`config.mk`:
```
export PLATFORM = sky130hd
export DESIGN_NAME = vborder_ctrl
export DESIGN_NICKNAME = d
export VERILOG_FILES = /design/src/rtl/vbc_pkg.sv /design/src/rtl/vbc_event_detect.sv /design/src/rtl/vbc_border_latch.sv /design/src/rtl/vbc_text_rows.sv /design/src/rtl/vborder_ctrl.sv
export SDC_FILE = /design/constraint.sdc
export NUM_CORES = 1
export LEC_CHECK = 0
export BUFFER_PORTS_ARGS = -buffer_cell sky130_fd_sc_hd__buf_2
export CORE_UTILIZATION = 49
export CTS_CLUSTER_DIAMETER = 40
export DETAILED_ROUTE_END_ITERATION = 8
export GPL_ROUTABILITY_DRIVEN = 0
export GPL_TIMING_DRIVEN = 0
export PLACE_DENSITY = 0.86
export SYNTH_ARGS = -nofsm -noshare
export SYNTH_HDL_FRONTEND = slang
export SYNTH_SLANG_ARGS = --single-unit
```
`constraint.sdc`:
```
create_clock -name clk -period 2.31 [get_ports clk]
set_input_delay 0.1155 -clock clk [delete_from_list [all_inputs] [get_ports clk]]
set_output_delay 0.1155 -clock clk [all_outputs]
set_load 0.1 [all_outputs]
```
`src/rtl/vbc_pkg.sv`:
```
package vbc_pkg;
  typedef enum logic [1:0] {
    VB_EV_NONE  = 2'd0,
    VB_EV_OPEN  = 2'd1,
    VB_EV_CLOSE = 2'd2
  } vb_ev_e;
endpackage

```
`src/rtl/vbc_event_detect.sv`:
```
module vbc_event_detect #(
  parameter int LINE_W = 9
) (
  input  logic              line_start,
  input  logic [LINE_W-1:0] raster_line,
  input  logic [LINE_W-1:0] top_line,
  input  logic [LINE_W-1:0] bot_line,
  output logic              hit_top,
  output logic              hit_bot,
  output vbc_pkg::vb_ev_e   border_ev
);
  import vbc_pkg::*;

  function automatic logic line_hit(input logic strobe,
                                    input logic [LINE_W-1:0] cur,
                                    input logic [LINE_W-1:0] ref_line);
    return strobe && (cur == ref_line);
  endfunction

  always_comb begin
    hit_top = line_hit(line_start, raster_line, top_line);
    hit_bot = line_hit(line_start, raster_line, bot_line);
    // closing the border wins when both lines coincide
    if (hit_bot)      border_ev = VB_EV_CLOSE;
    else if (hit_top) border_ev = VB_EV_OPEN;
    else              border_ev = VB_EV_NONE;
  end
endmodule

```
`src/rtl/vbc_border_latch.sv`:
```
module vbc_border_latch (
  input  logic            clk,
  input  logic            rst_n,
  input  vbc_pkg::vb_ev_e border_ev,
  output logic            vborder
);
  import vbc_pkg::*;

  always_ff @(posedge clk or negedge rst_n) begin
    if (!rst_n) begin
      vborder <= 1'b1;
    end else begin
      case (border_ev)
        VB_EV_CLOSE: vborder <= 1'b1;
        VB_EV_OPEN:  vborder <= 1'b0;
        default:     vborder <= vborder;
      endcase
    end
  end
endmodule

```
`src/rtl/vbc_text_rows.sv`:
```
module vbc_text_rows #(
  parameter int ROW_W     = 6,
  parameter int ROW_LINES = 8,
  parameter int DEF_ROWS  = 25
) (
  input  logic             clk,
  input  logic             rst_n,
  input  logic             line_start,
  input  logic             hit_top,
  input  logic             cfg_we,
  input  logic [ROW_W-1:0] cfg_rows,
  output logic             text_on,
  output logic [ROW_W-1:0] text_row,
  output logic [ROW_W-1:0] row_limit
);
  localparam int SUB_W = (ROW_LINES > 1) ? $clog2(ROW_LINES) : 1;
  localparam logic [SUB_W-1:0] SUB_LAST = SUB_W'(ROW_LINES - 1);

  logic [SUB_W-1:0] sub_q;
  logic             row_done;
  logic [ROW_W-1:0] row_next;
  logic             rows_spent;

  function automatic logic limit_reached(input logic [ROW_W-1:0] row,
                                         input logic [ROW_W-1:0] lim);
    return row >= lim;
  endfunction

  assign row_done   = (sub_q == SUB_LAST);
  assign row_next   = ROW_W'(text_row + 1'b1);
  assign rows_spent = limit_reached(row_next, row_limit);

  always_ff @(posedge clk or negedge rst_n) begin
    if (!rst_n) begin
      row_limit <= ROW_W'(DEF_ROWS);
    end else if (cfg_we) begin
      row_limit <= cfg_rows;
    end
  end

  always_ff @(posedge clk or negedge rst_n) begin
    if (!rst_n) begin
      text_on  <= 1'b0;
      text_row <= '0;
      sub_q    <= '0;
    end else if (line_start) begin
      if (hit_top) begin
        text_on  <= (row_limit != '0);
        text_row <= '0;
        sub_q    <= '0;
      end else if (text_on) begin
        if (row_done) begin
          sub_q    <= '0;
          text_row <= row_next;
          if (rows_spent) text_on <= 1'b0;
        end else begin
          sub_q <= SUB_W'(sub_q + 1'b1);
        end
      end
    end
  end
endmodule

```
`src/rtl/vborder_ctrl.sv`:
```
module vborder_ctrl #(
  parameter int LINE_W    = 9,
  parameter int ROW_W     = 6,
  parameter int ROW_LINES = 8,
  parameter int DEF_ROWS  = 25
) (
  input  logic              clk,
  input  logic              rst_n,
  input  logic              line_start,
  input  logic [LINE_W-1:0] raster_line,
  input  logic [LINE_W-1:0] top_line,
  input  logic [LINE_W-1:0] bot_line,
  input  logic              cfg_we,
  input  logic [ROW_W-1:0]  cfg_rows,
  output logic              vborder,
  output logic              text_on,
  output logic [ROW_W-1:0]  text_row
);
  // named internal events, observed by the bound checker
  logic             hit_top;
  logic             hit_bot;
  logic [ROW_W-1:0] row_limit;
  vbc_pkg::vb_ev_e  border_ev;

  vbc_event_detect #(.LINE_W(LINE_W)) u_detect (
    .line_start  (line_start),
    .raster_line (raster_line),
    .top_line    (top_line),
    .bot_line    (bot_line),
    .hit_top     (hit_top),
    .hit_bot     (hit_bot),
    .border_ev   (border_ev)
  );

  vbc_border_latch u_border (
    .clk       (clk),
    .rst_n     (rst_n),
    .border_ev (border_ev),
    .vborder   (vborder)
  );

  vbc_text_rows #(
    .ROW_W     (ROW_W),
    .ROW_LINES (ROW_LINES),
    .DEF_ROWS  (DEF_ROWS)
  ) u_rows (
    .clk        (clk),
    .rst_n      (rst_n),
    .line_start (line_start),
    .hit_top    (hit_top),
    .cfg_we     (cfg_we),
    .cfg_rows   (cfg_rows),
    .text_on    (text_on),
    .text_row   (text_row),
    .row_limit  (row_limit)
  );
endmodule

```
======== Word-level counts from Yosys, hierarchy flattened ========
Index checks and enable logic that the tools add are counted.
storage, ports and cells
  bits in registers ....................... 17
  input bits .............................. 37
  output and inout bits ................... 8
operators by class
  add/sub/neg operators ................... 2
  magnitude comparators ................... 1
  eq/ne operators ......................... 5
  mux-type cells .......................... 13
  reductions and logical operators ........ 8
operator list
  operator                                              number
  equality test 9 bit                                   2
  2-to-1 mux 6 bit                                      3
  2-to-1 mux 3 bit                                      3
  adder 6 x 1 -> 6 bit (second input constant)          1
  greater-or-equal comparator 6 bit                     1
  nonzero test 2 bit                                    3
  nonzero test 6 bit                                    1
  2-to-1 mux 1 bit                                      5
  adder 3 x 1 -> 3 bit (second input constant)          1
  equality test 3 bit (second input constant)           1
  AND reduction 3 bit                                   1
  equality test 2 x 1 -> 1 bit (second input constant)  1
  equality test 2 bit (second input constant)           1
  logical AND 1 bit                                     2
  2-to-1 mux 2 bit                                      1
  one-hot mux 1 bit (2 select lines)                    1
  AND reduction 2 bit                                   1

======== Logic depth before layout (Yosys ltp) ========
  word-level depth ........................ 6
  mapped depth ............................ 8
  depth with buffers taken out ............ 8

======== Hierarchy ========
From an unflattened synthesis, not the netlist that was laid out.
unflattened totals
  cell total of the unflattened synthesis .. 139
  area total of the unflattened synthesis .. 1262.5 um2
modules (own cells, without submodules)
  module            instances  cells an instance  area an instance (um2)  sequential area each (um2)
  vbc_text_rows     1          106                992.2                   404.1
  vbc_event_detect  1          28                 219.0                   0.0
  vbc_border_latch  1          5                  51.3                    26.3

======== Worst setup path before layout ========
Ideal clock, no wire load.
  kind .................................... reg-to-reg
  start ................................... reg u_rows.text_row[0]
  end ..................................... reg u_rows.text_on
  data arrival time ....................... 2.607 ns
  data required time ...................... 2.186 ns
  slack ................................... -0.421 ns
  stages on the path, launching flop included .. 9
  clock period less this slack ............ 2.731 ns
  cell sequence ........................... dfrtp_1 > ha_1 > nand3_1 > xnor2_1 > ha_1 > a21o_1 > a21oi_1 > o221a_2 > a211o_1
on the way
  longest elaborated chain between the ends .. 6
RTL lines
  element                            line                 source
  start: declaration                 vbc_text_rows.sv:13  output logic [ROW_W-1:0] text_row,
  start signal: assignment           vbc_text_rows.sv:54  text_row <= row_next;
  adder 6 x 1 -> 6 bit               vbc_text_rows.sv:30  assign row_next = ROW_W'(text_row + 1'b1);
  greater-or-equal comparator 6 bit  vbc_text_rows.sv:26  return row >= lim;
  2-to-1 mux 1 bit                   vbc_text_rows.sv:55  if (rows_spent) text_on <= 1'b0;
  2-to-1 mux 1 bit                   vbc_text_rows.sv:52  if (row_done) begin
  2-to-1 mux 1 bit                   vbc_text_rows.sv:51  end else if (text_on) begin
  2-to-1 mux 1 bit                   vbc_text_rows.sv:47  if (hit_top) begin
  end signal: assignment             vbc_text_rows.sv:48  text_on <= (row_limit != '0);
  end: declaration                   vbc_text_rows.sv:12  output logic text_on,
No other way between the ends.
A chain may end at the register's enable or synchronous reset.

======== Worst setup path after layout ========
Ends and elaborated chain as after synthesis.

==> tab_implementation.tex <==
\begin{tabular}{lr}
\hline
Metric & Value \\
\hline
\multicolumn{2}{l}{\textbf{Worst setup path}} \\
Critical path launch point type & flop \\
Start of the worst register-to-register path & u\_rows.text\_row[0]\$\_DFFE\_PN0P\_ \\
FF-to-FF End & u\_rows.text\_on\$\_DFFE\_PN0P\_ \\
Worst reg2reg path depth & 8 \\
Worst endpoint required time & 2.49 ns \\
Peak fanout along the critical path & 7 \\
Setup Crit Path Kind & reg2reg \\
Most numerous cell on the critical path & ha\_1 \\
Minimum setup slack among reg-to-reg paths & 0.21 ns \\
Kind of end point of the critical path & flop \\
Largest stage delay on the critical path & 0.52 ns \\
Arrival time at the worst endpoint & 2.29 ns \\
Cell family with most CP delay & compound AO/OA/AOI/OAI gates \\
Cell type of the slowest stage on the worst timing path & dfrtp\_4 \\
Worst Path Buf+Inv & 0 \\
Critical Path, Cell by Cell & ha\_1 > nand3\_1 > xnor2\_1 > ha\_1 > a21o\_1 > a21oi\_1 > o221a\_2 > a211o\_1 \\
\multicolumn{2}{l}{\textbf{Pwr}} \\
Reported net switching power & 0.606 mW \\
Combinational Power Share & 51.7\% \\
Switching part of the total power & 47.6\% \\
Proportion of power drawn by flip-flops and latches & 35.7\% \\
Overall power of the completed layout & 1.27 mW \\
Power Internal & 0.665 mW \\
Highest ir drop seen on vdd & 1.06 mV \\
Lkg Pwr & 0.741 nW \\
P per Cell Area & 824 nW/um2 \\
Clk pwr share & 12.5\% \\
\multicolumn{2}{l}{\textbf{Placed design}} \\
Post-place instance area & 1510 um2 \\
Detail Placement HPWL & 2230 um \\
Post-placement cell count & 204 \\
Buffers added on ports & 44 \\
\multicolumn{2}{l}{\textbf{Synthesis}} \\
Synth Warn \# & 0 \\
Syn avg cell area & 9.39 um2 \\
Prevailing post-synth register cell & dfrtp\_1 \\
Top area cells in the synthesized netlist & dfrtp\_1, xnor2\_1, ha\_1, dfstp\_2, xnor2\_2 \\
Number of register bits inferred by synthesis & 17 \\
Sequential element share of the synthesized area & 34.7\% \\
Synth top area share & 26.2\% \\
Yosys top cell by area & dfrtp\_1 \\
Cell types with the highest counts after synthesis & dfrtp\_1, xnor2\_1, nor2\_1 \\
Share of flip-flops with an asynchronous set or reset after synthesis & 100\% \\
Number of enable flip-flop cells after synthesis & 0 \\
Synth Net Count & 178 \\
Netlist area before placement & 1240 um2 \\
Count of unique library cells instantiated by Yosys & 35 \\
Synth Instances & 132 \\
\multicolumn{2}{l}{\textbf{Timing}} \\
Final-report max-slew violation count & 0 \\
Worst setup skew after layout & 0.00545 ns \\
Shortest period the worst path allows & 2.10 ns \\
Transition time at the pin with the least slew margin & 0.489 ns \\
Maximum clock rate & 475 MHz \\
Slew margin rel. & 67.6\% \\
Unrepaired setup endpoints after global routing & no \\
Fraction of the cycle the final worst path needs & 91.1\% \\
Hold Violations, Final & 0 \\
Number of setup violations in the final report & 0 \\
Total negative slack for setup checks & 0 ns \\
\multicolumn{2}{l}{\textbf{GRT}} \\
Overall overflow remaining after global route & 0 \\
First-pass GRT wire length & 4550 um \\
Initial antenna violation count & 0 \\
Total routing usage reported by global routing & 22.6\% \\
Via count of the first global-routing pass & 1145 \\
Largest net degree at the start of global routing & 18 \\
\multicolumn{2}{l}{\textbf{Worst hold path}} \\
Worst Hold Launch & cfg\_rows[4] \\
Hold Path Sink & u\_rows.row\_limit[4]\$\_DFFE\_PN1P\_ \\
Worst Hold Depth & 3 \\
Worst hold path type & in2reg \\
\multicolumn{2}{l}{\textbf{Final layout}} \\
Number of antenna cells inserted & 0 \\
Final \#Nets & 228 \\
Share of cells above drive strength 1 & 35.9\% \\
Area Growth Syn to Fin & 24.4\% \\
Total area of sequential cells & 442 um2 \\
Post-route insts no fill & 209 \\
Final std cell area, no fill & 1540 um2 \\
Post-route core utilization & 67.2\% \\
Filler cell count in the final layout & 188 \\
Multi-input gate area & 763 um2 \\
\multicolumn{2}{l}{\textbf{Clock network}} \\
TritonCTS sink count & 17 \\
Count of buffers added by post-CTS timing repair for setup & 0 \\
Clock latency at the later pin of the worst-skew pair & 0.29 ns \\
Clock tree from TritonCTS & built \\
Num CTS Buffers & 3 \\
Count of cells resized by post-cts repair & 0 \\
Number of buffers between clock root and the deepest sink & 2 \\
CTS Root Cell & clkbuf\_4 \\
CTS clk-pin slew, worst paths & 0.10 ns \\
H-tree depth reported by CTS & 1 \\
\multicolumn{2}{l}{\textbf{Floorplanning}} \\
Width of the chip & 52.3 um \\
Die area & 2740 um2 \\
Row count & 17 \\
Area of the core & 2300 um2 \\
Die Height & 52.3 um \\
Starting density of the core & 54.0\% \\
Count of boundary I/O pins & 45 \\
\multicolumn{2}{l}{\textbf{Route}} \\
Number of detailed-routing iterations run before antenna repair & 4 \\
Drt drc & 0 \\
Antenna-violating nets left & 0 \\
Routed WL per cell & 13.0 um \\
1st-iter DRT viols & 10 \\
Via count & 1133 \\
Avg Vias per Cell & 5.42 \\
Total wire length & 2720 um \\
\multicolumn{2}{l}{\textbf{Status}} \\
Status & complete, no violations \\
\multicolumn{2}{l}{\textbf{Run}} \\
Max-cap viol count & 0 \\
\hline
\end{tabular}
[power by group through the flow]
stage	logic, mW	clock network [mW]	registers [mW]
floorplan	0.282	0	0.671
global placement	0.623	0	0.452
detailed placement	0.661	0	0.458
CTS	0.665	0.163	0.453
global route	0.715	0.171	0.464
finish	0.658	0.159	0.454
[worst reg2reg max path, delay by kind of cell, from the launching register on]
family          cells  cell delay (ns)
xor+xnor            1             0.10
compound gates      4             0.70
flops               1             0.52
fa+ha+maj           2             0.56
simple gates        1             0.10
[cell type report]
class | count | share of cell area (%)
Buffer | 3 | 0.811
Clock buffer | 4 | 1.70
Inverter | 9 | 2.19
Multi-Input combinational cell | 103 | 49.5
Sequential cell | 17 | 28.6
Tap cell | 28 | 2.27
Timing Repair Buffer | 45 | 14.9
[how the worst max path moves through the flow]
stage	slack (ns)	to	from	depth (start not counted)
5_1_grt	0.1	u_rows.text_on$_DFFE_PN0P_	u_rows.text_row[0]$_DFFE_PN0P_	8
6_report	0.21	u_rows.text_on$_DFFE_PN0P_	u_rows.text_row[0]$_DFFE_PN0P_	8
3_3_place_gp	0.27	u_rows.text_on$_DFFE_PN0P_	u_rows.text_row[0]$_DFFE_PN0P_	8
3_5_place_dp	0.22	u_rows.text_on$_DFFE_PN0P_	u_rows.text_row[0]$_DFFE_PN0P_	8
4_1_cts	0.20	u_rows.text_on$_DFFE_PN0P_	u_rows.text_row[0]$_DFFE_PN0P_	8
2_1_floorplan	0.06	u_rows.text_on$_DFFE_PN0P_	u_rows.text_row[0]$_DFFE_PN0P_	8
[metal layers]
layer | track usage, % | vias to the layer above | wire, um
li1 | - | 561 | -
met1 | 22.3 | 518 | 1040
met2 | 46.2 | 47 | 1460
met3 | 2.61 | 7 | 178
met4 | 8.33 | 0 | 44
met5 | 0 | - | 0
[sequential cells by signal (all words and copies together), names as in the netlist]
register	flops
u_rows.row_limit	6
u_rows.text_row	6
u_rows.sub_q	3
u_border.vborder	1
u_rows.text_on	1
[what timing repair did]
action / CTS / global route
endpoints found under the setup margin: 0 / 0
hold buffers: 1 / 0
endpoints found under the hold margin: 13 / 0
[layout by cell type, fill, tap and decap left out, types with 2 or more instances in the layout]
cell type,netlist,final
a21o_1,2,2
buf_2,1,45
clkbuf_1,2,3
xnor2_1,13,13
ha_1,9,9
dfstp_2,4,4
dfrtp_4,0,2
dfrtp_1,13,8
o2bb2ai_1,2,2
dfrtp_2,0,3
nor2_1,10,10
nand3_1,7,7
xor2_1,6,6
nand2b_1,2,2
nor4_1,2,2
nor3_1,8,8
o21ai_0,9,9
inv_1,9,9
nand4_1,3,3
xnor2_2,4,4
clkbuf_4,0,3
nand2_1,8,8
a21oi_1,3,3
[per-stage QoR]
step	hold WS (ns)	setup WS [ns]
after floorplan	-0.180	0.0615
after global placement	0.0475	0.269
after detailed placement	0.0606	0.221
after CTS	0.0375	0.198
after global routing	0.0410	0.0965
final	0.0309	0.205
[cells by family (layout without fill, tap and decap cells)]
group	after synthesis	count (layout)	synth area share [%]
simple gates	47	47	20.5
compound gates	22	22	11.6
mux	2	2	1.72
fa+ha+maj	9	9	9.08
flops	17	17	34.7
xor+xnor	23	23	18.7
buf+inv	12	61	3.73
Power figures use the tool's default switching activity.
